--- config.mk ---
export PLATFORM = sky130hd
export DESIGN_NAME = spi_host_regbank
export DESIGN_NICKNAME = d
export VERILOG_FILES = /design/src/rtl/spi_rb_pkg.sv /design/src/rtl/spi_rb_fifo.sv /design/src/rtl/spi_rb_decode.sv /design/src/rtl/spi_rb_status.sv /design/src/rtl/spi_host_regbank.sv
export SDC_FILE = /design/constraint.sdc
export NUM_CORES = 2
export LEC_CHECK = 0
export CAP_MARGIN = 20
export CORE_MARGIN = 3
export CORE_UTILIZATION = 35
export DETAILED_ROUTE_END_ITERATION = 10
export SLEW_MARGIN = 5
export SYNTH_ARGS = -nofsm -noshare
export SYNTH_HDL_FRONTEND = slang
export SYNTH_SLANG_ARGS = --single-unit
export TNS_END_PERCENT = 50
--- constraint.sdc ---
create_clock -name clk -period 11.2 [get_ports clk]
set_input_delay 2.24 -clock clk [delete_from_list [all_inputs] [get_ports clk]]
set_output_delay 2.24 -clock clk [all_outputs]
set_load 0.01 [all_outputs]
--- src/rtl/spi_rb_pkg.sv ---
package spi_rb_pkg;

    localparam int REG_COUNT = 9;
    localparam int IDX_W     = 4;

    typedef enum logic [IDX_W-1:0] {
        RI_CTRL    = 4'd0,
        RI_STATUS  = 4'd1,
        RI_IEN     = 4'd2,
        RI_CONFIG  = 4'd3,
        RI_TXDATA  = 4'd4,
        RI_RXDATA  = 4'd5,
        RI_MSGDATA = 4'd6,
        RI_DMA     = 4'd7,
        RI_PERIOD  = 4'd8
    } reg_idx_e;

    // status bit positions
    localparam int SB_TX_EMPTY = 0;
    localparam int SB_TX_REQ   = 1;
    localparam int SB_TX_FULL  = 2;
    localparam int SB_RX_READY = 3;
    localparam int SB_RX_REQ   = 4;
    localparam int SB_RX_FULL  = 5;
    localparam int SB_RX_OVF   = 6;
    localparam int SB_DONE     = 7;

    localparam int CTRL_EN_BIT = 0;

    localparam logic [31:0] RX_EMPTY_WORD = 32'hDEAD_BEEF;

    typedef enum logic {
        BUS_IDLE  = 1'b0,
        BUS_REPLY = 1'b1
    } bus_state_e;

endpackage

--- src/rtl/spi_rb_fifo.sv ---
module spi_rb_fifo #(
    parameter int WIDTH = 32,
    parameter int DEPTH = 64
) (
    input  logic             clk,
    input  logic             rst_n,
    input  logic             flush,
    input  logic             push,
    input  logic [WIDTH-1:0] wdata,
    input  logic             pop,
    output logic [WIDTH-1:0] head,
    output logic             empty,
    output logic             full
);
    localparam int PW = (DEPTH > 1) ? $clog2(DEPTH) : 1;
    localparam int CW = $clog2(DEPTH + 1);
    localparam logic [PW-1:0] LAST = PW'(DEPTH - 1);
    localparam logic [CW-1:0] CAP  = CW'(DEPTH);

    logic [WIDTH-1:0] mem [DEPTH];
    logic [PW-1:0]    wp, rp;
    logic [CW-1:0]    cnt;
    logic             do_push, do_pop;

    assign empty   = (cnt == '0);
    assign full    = (cnt == CAP);
    assign do_pop  = pop && !empty;
    assign do_push = push && (!full || do_pop);
    assign head    = mem[rp];

    always_ff @(posedge clk) begin
        if (do_push && !flush) begin
            mem[wp] <= wdata;
        end
    end

    always_ff @(posedge clk or negedge rst_n) begin
        if (!rst_n) begin
            wp  <= '0;
            rp  <= '0;
            cnt <= '0;
        end else if (flush) begin
            wp  <= '0;
            rp  <= '0;
            cnt <= '0;
        end else begin
            if (do_push) begin
                wp <= (wp == LAST) ? '0 : wp + 1'b1;
            end
            if (do_pop) begin
                rp <= (rp == LAST) ? '0 : rp + 1'b1;
            end
            unique case ({do_push, do_pop})
                2'b10:   cnt <= cnt + 1'b1;
                2'b01:   cnt <= cnt - 1'b1;
                default: cnt <= cnt;
            endcase
        end
    end

endmodule

--- src/rtl/spi_rb_decode.sv ---
module spi_rb_decode
    import spi_rb_pkg::*;
#(
    parameter int ADDR_W = 12
) (
    input  logic [ADDR_W-1:0]    addr,
    output logic                 hit,
    output logic [IDX_W-1:0]     idx,
    output logic [REG_COUNT-1:0] sel
);
    localparam int WORD_W = ADDR_W - 2;

    logic [WORD_W-1:0] word;
    logic              aligned;

    assign word    = addr[ADDR_W-1:2];
    assign aligned = (addr[1:0] == 2'b00);
    assign hit     = aligned && (word < WORD_W'(REG_COUNT));
    assign idx     = hit ? word[IDX_W-1:0] : '0;

    for (genvar i = 0; i < REG_COUNT; i++) begin : g_sel
        assign sel[i] = hit && (word == WORD_W'(i));
    end

endmodule

--- src/rtl/spi_rb_status.sv ---
module spi_rb_status
    import spi_rb_pkg::*;
#(
    parameter int DATA_W = 32
) (
    input  logic              clk,
    input  logic              rst_n,
    input  logic              clear_all,
    input  logic              tx_empty,
    input  logic              tx_full,
    input  logic              rx_empty,
    input  logic              rx_full,
    input  logic              ovf_set,
    input  logic              done_set,
    input  logic              w1c_ovf,
    input  logic              w1c_done,
    input  logic [DATA_W-1:0] ien,
    output logic [DATA_W-1:0] status,
    output logic              irq
);
    logic ovf_q, done_q;

    always_ff @(posedge clk or negedge rst_n) begin
        if (!rst_n) begin
            ovf_q  <= 1'b0;
            done_q <= 1'b0;
        end else if (clear_all) begin
            ovf_q  <= 1'b0;
            done_q <= 1'b0;
        end else begin
            ovf_q  <= ovf_set  || (ovf_q  && !w1c_ovf);
            done_q <= done_set || (done_q && !w1c_done);
        end
    end

    always_comb begin
        status              = '0;
        status[SB_TX_EMPTY] = tx_empty;
        status[SB_TX_REQ]   = 1'b1;
        status[SB_TX_FULL]  = tx_full;
        status[SB_RX_READY] = !rx_empty;
        status[SB_RX_REQ]   = 1'b0;
        status[SB_RX_FULL]  = rx_full;
        status[SB_RX_OVF]   = ovf_q;
        status[SB_DONE]     = done_q;
    end

    assign irq = |(status & ien);

endmodule

--- src/rtl/spi_host_regbank.sv ---
module spi_host_regbank
    import spi_rb_pkg::*;
#(
    parameter int ADDR_W     = 12,
    parameter int DATA_W     = 32,
    parameter int FIFO_DEPTH = 64
) (
    input  logic              clk,
    input  logic              rst_n,
    input  logic              bus_valid,
    input  logic              bus_write,
    input  logic [ADDR_W-1:0] bus_addr,
    input  logic [DATA_W-1:0] bus_wdata,
    output logic [DATA_W-1:0] bus_rdata,
    output logic              bus_rvalid,
    output logic              irq,
    output logic              tx_valid,
    output logic [DATA_W-1:0] tx_head,
    input  logic              tx_pop,
    input  logic              rx_push,
    input  logic [DATA_W-1:0] rx_word,
    input  logic              done_set,
    output logic [DATA_W-1:0] ctrl_out,
    output logic [DATA_W-1:0] cfg_out
);
    // ---------------- decode ----------------
    logic                 hit;
    logic [IDX_W-1:0]     idx;
    logic [REG_COUNT-1:0] sel;

    spi_rb_decode #(.ADDR_W(ADDR_W)) u_dec (
        .addr (bus_addr),
        .hit  (hit),
        .idx  (idx),
        .sel  (sel)
    );

    logic rd_req, wr_req;
    logic sel_ctrl, sel_stat, sel_rx, sel_tx_any;

    assign rd_req     = bus_valid && !bus_write;
    assign wr_req     = bus_valid && bus_write;
    assign sel_ctrl   = sel[RI_CTRL];
    assign sel_stat   = sel[RI_STATUS];
    assign sel_rx     = sel[RI_RXDATA];
    assign sel_tx_any = sel[RI_TXDATA] || sel[RI_MSGDATA];

    // ---------------- stored registers ----------------
    logic [DATA_W-1:0] ctrl_q, ien_q, cfg_q, dma_q, period_q;
    logic              enabled, soft_rst;

    assign enabled  = ctrl_q[CTRL_EN_BIT];
    assign soft_rst = wr_req && sel_ctrl && !bus_wdata[CTRL_EN_BIT];

    always_ff @(posedge clk or negedge rst_n) begin
        if (!rst_n) begin
            ctrl_q   <= '0;
            ien_q    <= '0;
            cfg_q    <= '0;
            dma_q    <= '0;
            period_q <= '0;
        end else if (soft_rst) begin
            ctrl_q   <= '0;
            ien_q    <= '0;
            cfg_q    <= '0;
            dma_q    <= '0;
            period_q <= '0;
        end else if (wr_req) begin
            if (sel_ctrl)         ctrl_q   <= bus_wdata;
            if (sel[RI_IEN])      ien_q    <= bus_wdata;
            if (sel[RI_CONFIG])   cfg_q    <= bus_wdata;
            if (sel[RI_DMA])      dma_q    <= bus_wdata;
            if (sel[RI_PERIOD])   period_q <= bus_wdata;
        end
    end

    // ---------------- FIFOs ----------------
    logic              tx_empty, tx_full, rx_empty, rx_full;
    logic              tx_push, rx_pop, ovf_set;
    logic [DATA_W-1:0] rx_head;

    assign tx_push = wr_req && sel_tx_any && enabled && !tx_full;
    assign rx_pop  = rd_req && sel_rx && enabled && !rx_empty;
    assign ovf_set = rx_push && rx_full && !rx_pop;

    spi_rb_fifo #(.WIDTH(DATA_W), .DEPTH(FIFO_DEPTH)) u_txq (
        .clk   (clk),
        .rst_n (rst_n),
        .flush (soft_rst),
        .push  (tx_push),
        .wdata (bus_wdata),
        .pop   (tx_pop),
        .head  (tx_head),
        .empty (tx_empty),
        .full  (tx_full)
    );

    spi_rb_fifo #(.WIDTH(DATA_W), .DEPTH(FIFO_DEPTH)) u_rxq (
        .clk   (clk),
        .rst_n (rst_n),
        .flush (soft_rst),
        .push  (rx_push),
        .wdata (rx_word),
        .pop   (rx_pop),
        .head  (rx_head),
        .empty (rx_empty),
        .full  (rx_full)
    );

    // ---------------- status and interrupt ----------------
    logic [DATA_W-1:0] status_w;

    spi_rb_status #(.DATA_W(DATA_W)) u_stat (
        .clk       (clk),
        .rst_n     (rst_n),
        .clear_all (soft_rst),
        .tx_empty  (tx_empty),
        .tx_full   (tx_full),
        .rx_empty  (rx_empty),
        .rx_full   (rx_full),
        .ovf_set   (ovf_set),
        .done_set  (done_set),
        .w1c_ovf   (wr_req && sel_stat && bus_wdata[SB_RX_OVF]),
        .w1c_done  (wr_req && sel_stat && bus_wdata[SB_DONE]),
        .ien       (ien_q),
        .status    (status_w),
        .irq       (irq)
    );

    // ---------------- read mux ----------------
    logic [DATA_W-1:0] rd_value;

    always_comb begin
        rd_value = '0;
        if (hit) begin
            unique case (reg_idx_e'(idx))
                RI_CTRL:    rd_value = ctrl_q;
                RI_STATUS:  rd_value = status_w;
                RI_IEN:     rd_value = ien_q;
                RI_CONFIG:  rd_value = cfg_q;
                RI_DMA:     rd_value = dma_q;
                RI_PERIOD:  rd_value = period_q;
                RI_RXDATA: begin
                    if (!enabled)      rd_value = '0;
                    else if (rx_empty) rd_value = DATA_W'(RX_EMPTY_WORD);
                    else               rd_value = rx_head;
                end
                default:    rd_value = '0;
            endcase
        end
    end

    // ---------------- bus reply machine ----------------
    bus_state_e        state_q, state_d;
    logic [DATA_W-1:0] rdata_q;

    always_comb begin
        state_d = state_q;
        unique case (state_q)
            BUS_IDLE:  state_d = rd_req ? BUS_REPLY : BUS_IDLE;
            BUS_REPLY: state_d = rd_req ? BUS_REPLY : BUS_IDLE;
            default:   state_d = BUS_IDLE;
        endcase
    end

    always_ff @(posedge clk or negedge rst_n) begin
        if (!rst_n) begin
            state_q <= BUS_IDLE;
            rdata_q <= '0;
        end else begin
            state_q <= state_d;
            rdata_q <= rd_req ? rd_value : '0;
        end
    end

    always_comb begin
        bus_rvalid = (state_q == BUS_REPLY);
        bus_rdata  = rdata_q;
    end

    assign tx_valid = !tx_empty;
    assign ctrl_out = ctrl_q;
    assign cfg_out  = cfg_q;

endmodule

==> run_results.csv <==
group,metric,value,unit
outcome,outcome,"complete, no violations",
timing,timing.final.crit_period,8200,ps
synth,synth_edf_count,4096,
route,wl,503,mm
worst_hold_path,hp-start,"ien_q[28]",
setup_path,crit_family,"compound AO/OA/AOI/OAI gates",
pwr,vdd_drop_max,0.161,mV
cts,cts_tree,"built",
floorplan,dieArea,488000,sq um
synth,async_flop_share,5.38,%
setup_path,path_buf_inv,2,
cts,post_cts_resized,0,
placed_design,numPortBuffers,213,
timing,relSlewSlack,13.8,%
setup_path,critPathArrivalTime,5960,ps
timing,rsz0062_at_grt,"false",
route,drt-initial-drc-count,13013,
finish,area_growth,15.4,%
route,drt_first_pass_iters,8,
synth,yosysMostFrequentCell,"edfxtp_1",
pwr,power_leakage,58.2,nW
timing,setup_viol,0,
placed_design,dp_hpwl,306,mm
finish,drive_above_1_share,23.2,%
setup_path,end_kind,"output pin",
route,avgViaCountPerCell,5.67,
grt,grt_pass1_vias,85777,
synth,synth.top_cell.area_share,73.3,%
grt,grt_start_max_net_pins,124,
setup_path,rr_startpoint,"u_rxq.rp[0]",
setup_path,path_class,"register to output pin",
synth,synth.largest_area_cell,"edfxtp_1",
synth,synth_common_cells,"edfxtp_1, mux4_2, mux2i_1",
synth,syn_nets,8310,
timing,tns,0,ps
timing,tightest_slew,1290,ps
grt,grt_pass1_wl,698,mm
cts,cts_setup_buffers,0,
synth,yosys-top-cells-area,"edfxtp_1, mux4_2, dfrtp_1",
setup_path,required,8960,ps
setup_path,slowest_delay,720,ps
synth,syn_area_per_cell,20.4,sq um
grt,grt_usage,20.1,%
synth,syn_inst,8215,
route,vias,87358,
timing,fin_skew,69.9,ps
floorplan,die_w,698,microns
synth,synthFlopType,"edfxtp_1",
timing,final.setup.worst_slack,3000,ps
worst_hold_path,min_path_cells,2,
setup_path,reg2regPathDepth,8,
route,antenna_left,0,
floorplan,initial_core_util,35.2,%
finish,final_util,40.7,%
floorplan,core_area,476000,sq um
cts,htree_levels,5,
placed_design,gp_congestion,0.886,
route,wl_per_cell,32.7,microns
placed_design,dp_cells,14591,
cts,insertion_delay,1030,ps
setup_path,reg2reg_slack,5840,ps
synth,synth_area,168000,sq um
synth,synth-seq-cells,4329,
grt,overflow,0,
setup_path,worstSetupStartpointType,"register",
floorplan,std_cell_rows,253,
synth,yosysWarnings,0,
setup_path,path_common_cell,"a211oi_1",
cts,cts_sinks,4329,
flow_run,max-cap-violations,0,
setup_path,r2r_end,"bus_rdata[27]",
floorplan,chipHeight,698,microns
setup_path,crit_chain,"buf_12 -> nand2_4 -> o221ai_1 -> o22ai_1 -> a211oi_1 -> a211oi_1 -> a21oi_1 -> clkdlybuf4s50_1",
cts,cts_hold_buffers,0,
synth,synth_cell_types,85,
cts,cts_buffers,421,
setup_path,slowest_stage,"dfrtp_4",
grt,antenna_found_initial,52,
timing,drv_slew,0,
floorplan,ios,214,
cts,clockBufferDepth,4,
timing,hold_violations,0,
finish,fin_cells,15416,
setup_path,crit_fanout,56,
worst_hold_path,hp-class,"register to register",
finish,nets,8763,
placed_design,dpl_worst_slack,4040,ps
worst_hold_path,whs_endpoint,"ien_q[28]",
synth,synth_seq_area_share,76.8,%
pwr,power.density,171,nW/um^2
route,drcViolationCount,0,
timing,max_freq,0.122,GHz
timing,finalCritPeriodShare,73.2,%
timing,whs,485,ps
cts,ctsRootBufferMaster,"clkbuf_16",
cts,path_clk_slew,60,ps
==> final cells by class <==
type / count / area (sq um)
Fill cell: 41671 / 282000
Sequential cell: 4329 / 129000
Multi-Input combinational cell: 3387 / 37700
Clock buffer: 556 / 11400
Tap cell: 6375 / 7980
Timing Repair Buffer: 523 / 5340
Clock inverter: 230 / 2350
Antenna cell: 10 / 25.0
Inverter: 6 / 23.8
==> worst min-delay path, cell delays in order, from the launching register on <==
cell and delay (ps):
dfrtp_1 340, nand2_1 40, o21ai_0 60
==> layer usage <==
layer  global-route usage, %  up-vias  routed length (microns)
met3                    4.10      906                    47800
met2                    31.8     4818                   236000
met1                    26.7    46458                   191000
met5                       0        -                       49
met4                    9.49        8                    27700
li1                        -    35168                        -
==> cells by family after synthesis <==
| kind of cell | count (synthesis) | synth area share [%] |
|---|---|---|
| simple gates | 976 | 2.68 |
| xor+xnor | 15 | 0.0783 |
| buf+inv | 499 | 1.45 |
| fa+ha+maj | 12 | 0.0940 |
| mux | 1365 | 14.8 |
| flops | 4329 | 76.8 |
| compound gates | 1019 | 4.17 |
==> worst max path at each step <==
stage | startpoint | to | slack (ps) | cells after the start
6_report | u_txq.rp[2] | tx_head[20] | 3000 | 8
3_5_place_dp | u_txq.rp[0] | tx_head[7] | 4040 | 7
5_1_grt | u_txq.rp[0] | tx_head[6] | 2750 | 7
3_3_place_gp | u_txq.rp[0] | tx_head[6] | 3980 | 7
2_1_floorplan | bus_addr[11] | u_rxq.mem[48][0] | 4950 | 7
4_1_cts | u_txq.rp[0] | tx_head[7] | 2960 | 7
==> power breakdown <==
| group | switching [W] | internal [W] |
|---|---|---|
| logic | 0.000790 | 0.000192 |
| registers | 0.0000897 | 0.0180 |
| clock network | 0.00613 | 0.00803 |
==> placed cells by master, fill, tap and decap left out, types with 16 or more instances in the layout <==
cell,n
nor2b_1,46
nand3_1,105
nor3_1,36
nand4_1,28
a31oi_1,18
mux2i_1,457
buf_2,62
buf_16,28
bufinv_16,37
a22oi_1,186
and3_1,18
clkbuf_1,104
o21ai_0,193
nor2_4,127
o221ai_1,114
nor2_1,82
a22o_1,26
buf_12,50
clkbuf_16,428
edfxtp_1,4096
clkdlybuf4s50_1,147
nand2_1,402
clkbuf_8,16
clkinv_2,73
mux4_2,885
clkinvlp_4,16
o211a_1,17
a21oi_1,145
dfrtp_1,222
clkinv_1,78
buf_4,232
o22ai_1,129
a211oi_1,58
a221oi_1,28
mux2_2,23
==> registers in the layout, summed over array words and instances (netlist names) <==
name,cells
u_rxq.rp,6
ctrl_out,32
u_stat.ovf_q,1
bus_rdata,32
u_txq.rp,6
dma_q,32
u_txq.cnt,7
bus_rvalid,1
u_rxq.mem,2048
period_q,32
ien_q,32
u_stat.done_q,1
u_rxq.wp,6
cfg_out,32
u_txq.mem,2048
u_txq.wp,6
u_rxq.cnt,7
==> stage by stage <==
stage          area [sq um]  power, W
6_report             194000    0.0332
5_1_grt              194000    0.0341
4_1_cts              193000    0.0334
3_5_place_dp         179000    0.0194
3_3_place_gp         178000    0.0193
2_1_floorplan        168000    0.0187
Power figures use the tool's default switching activity.
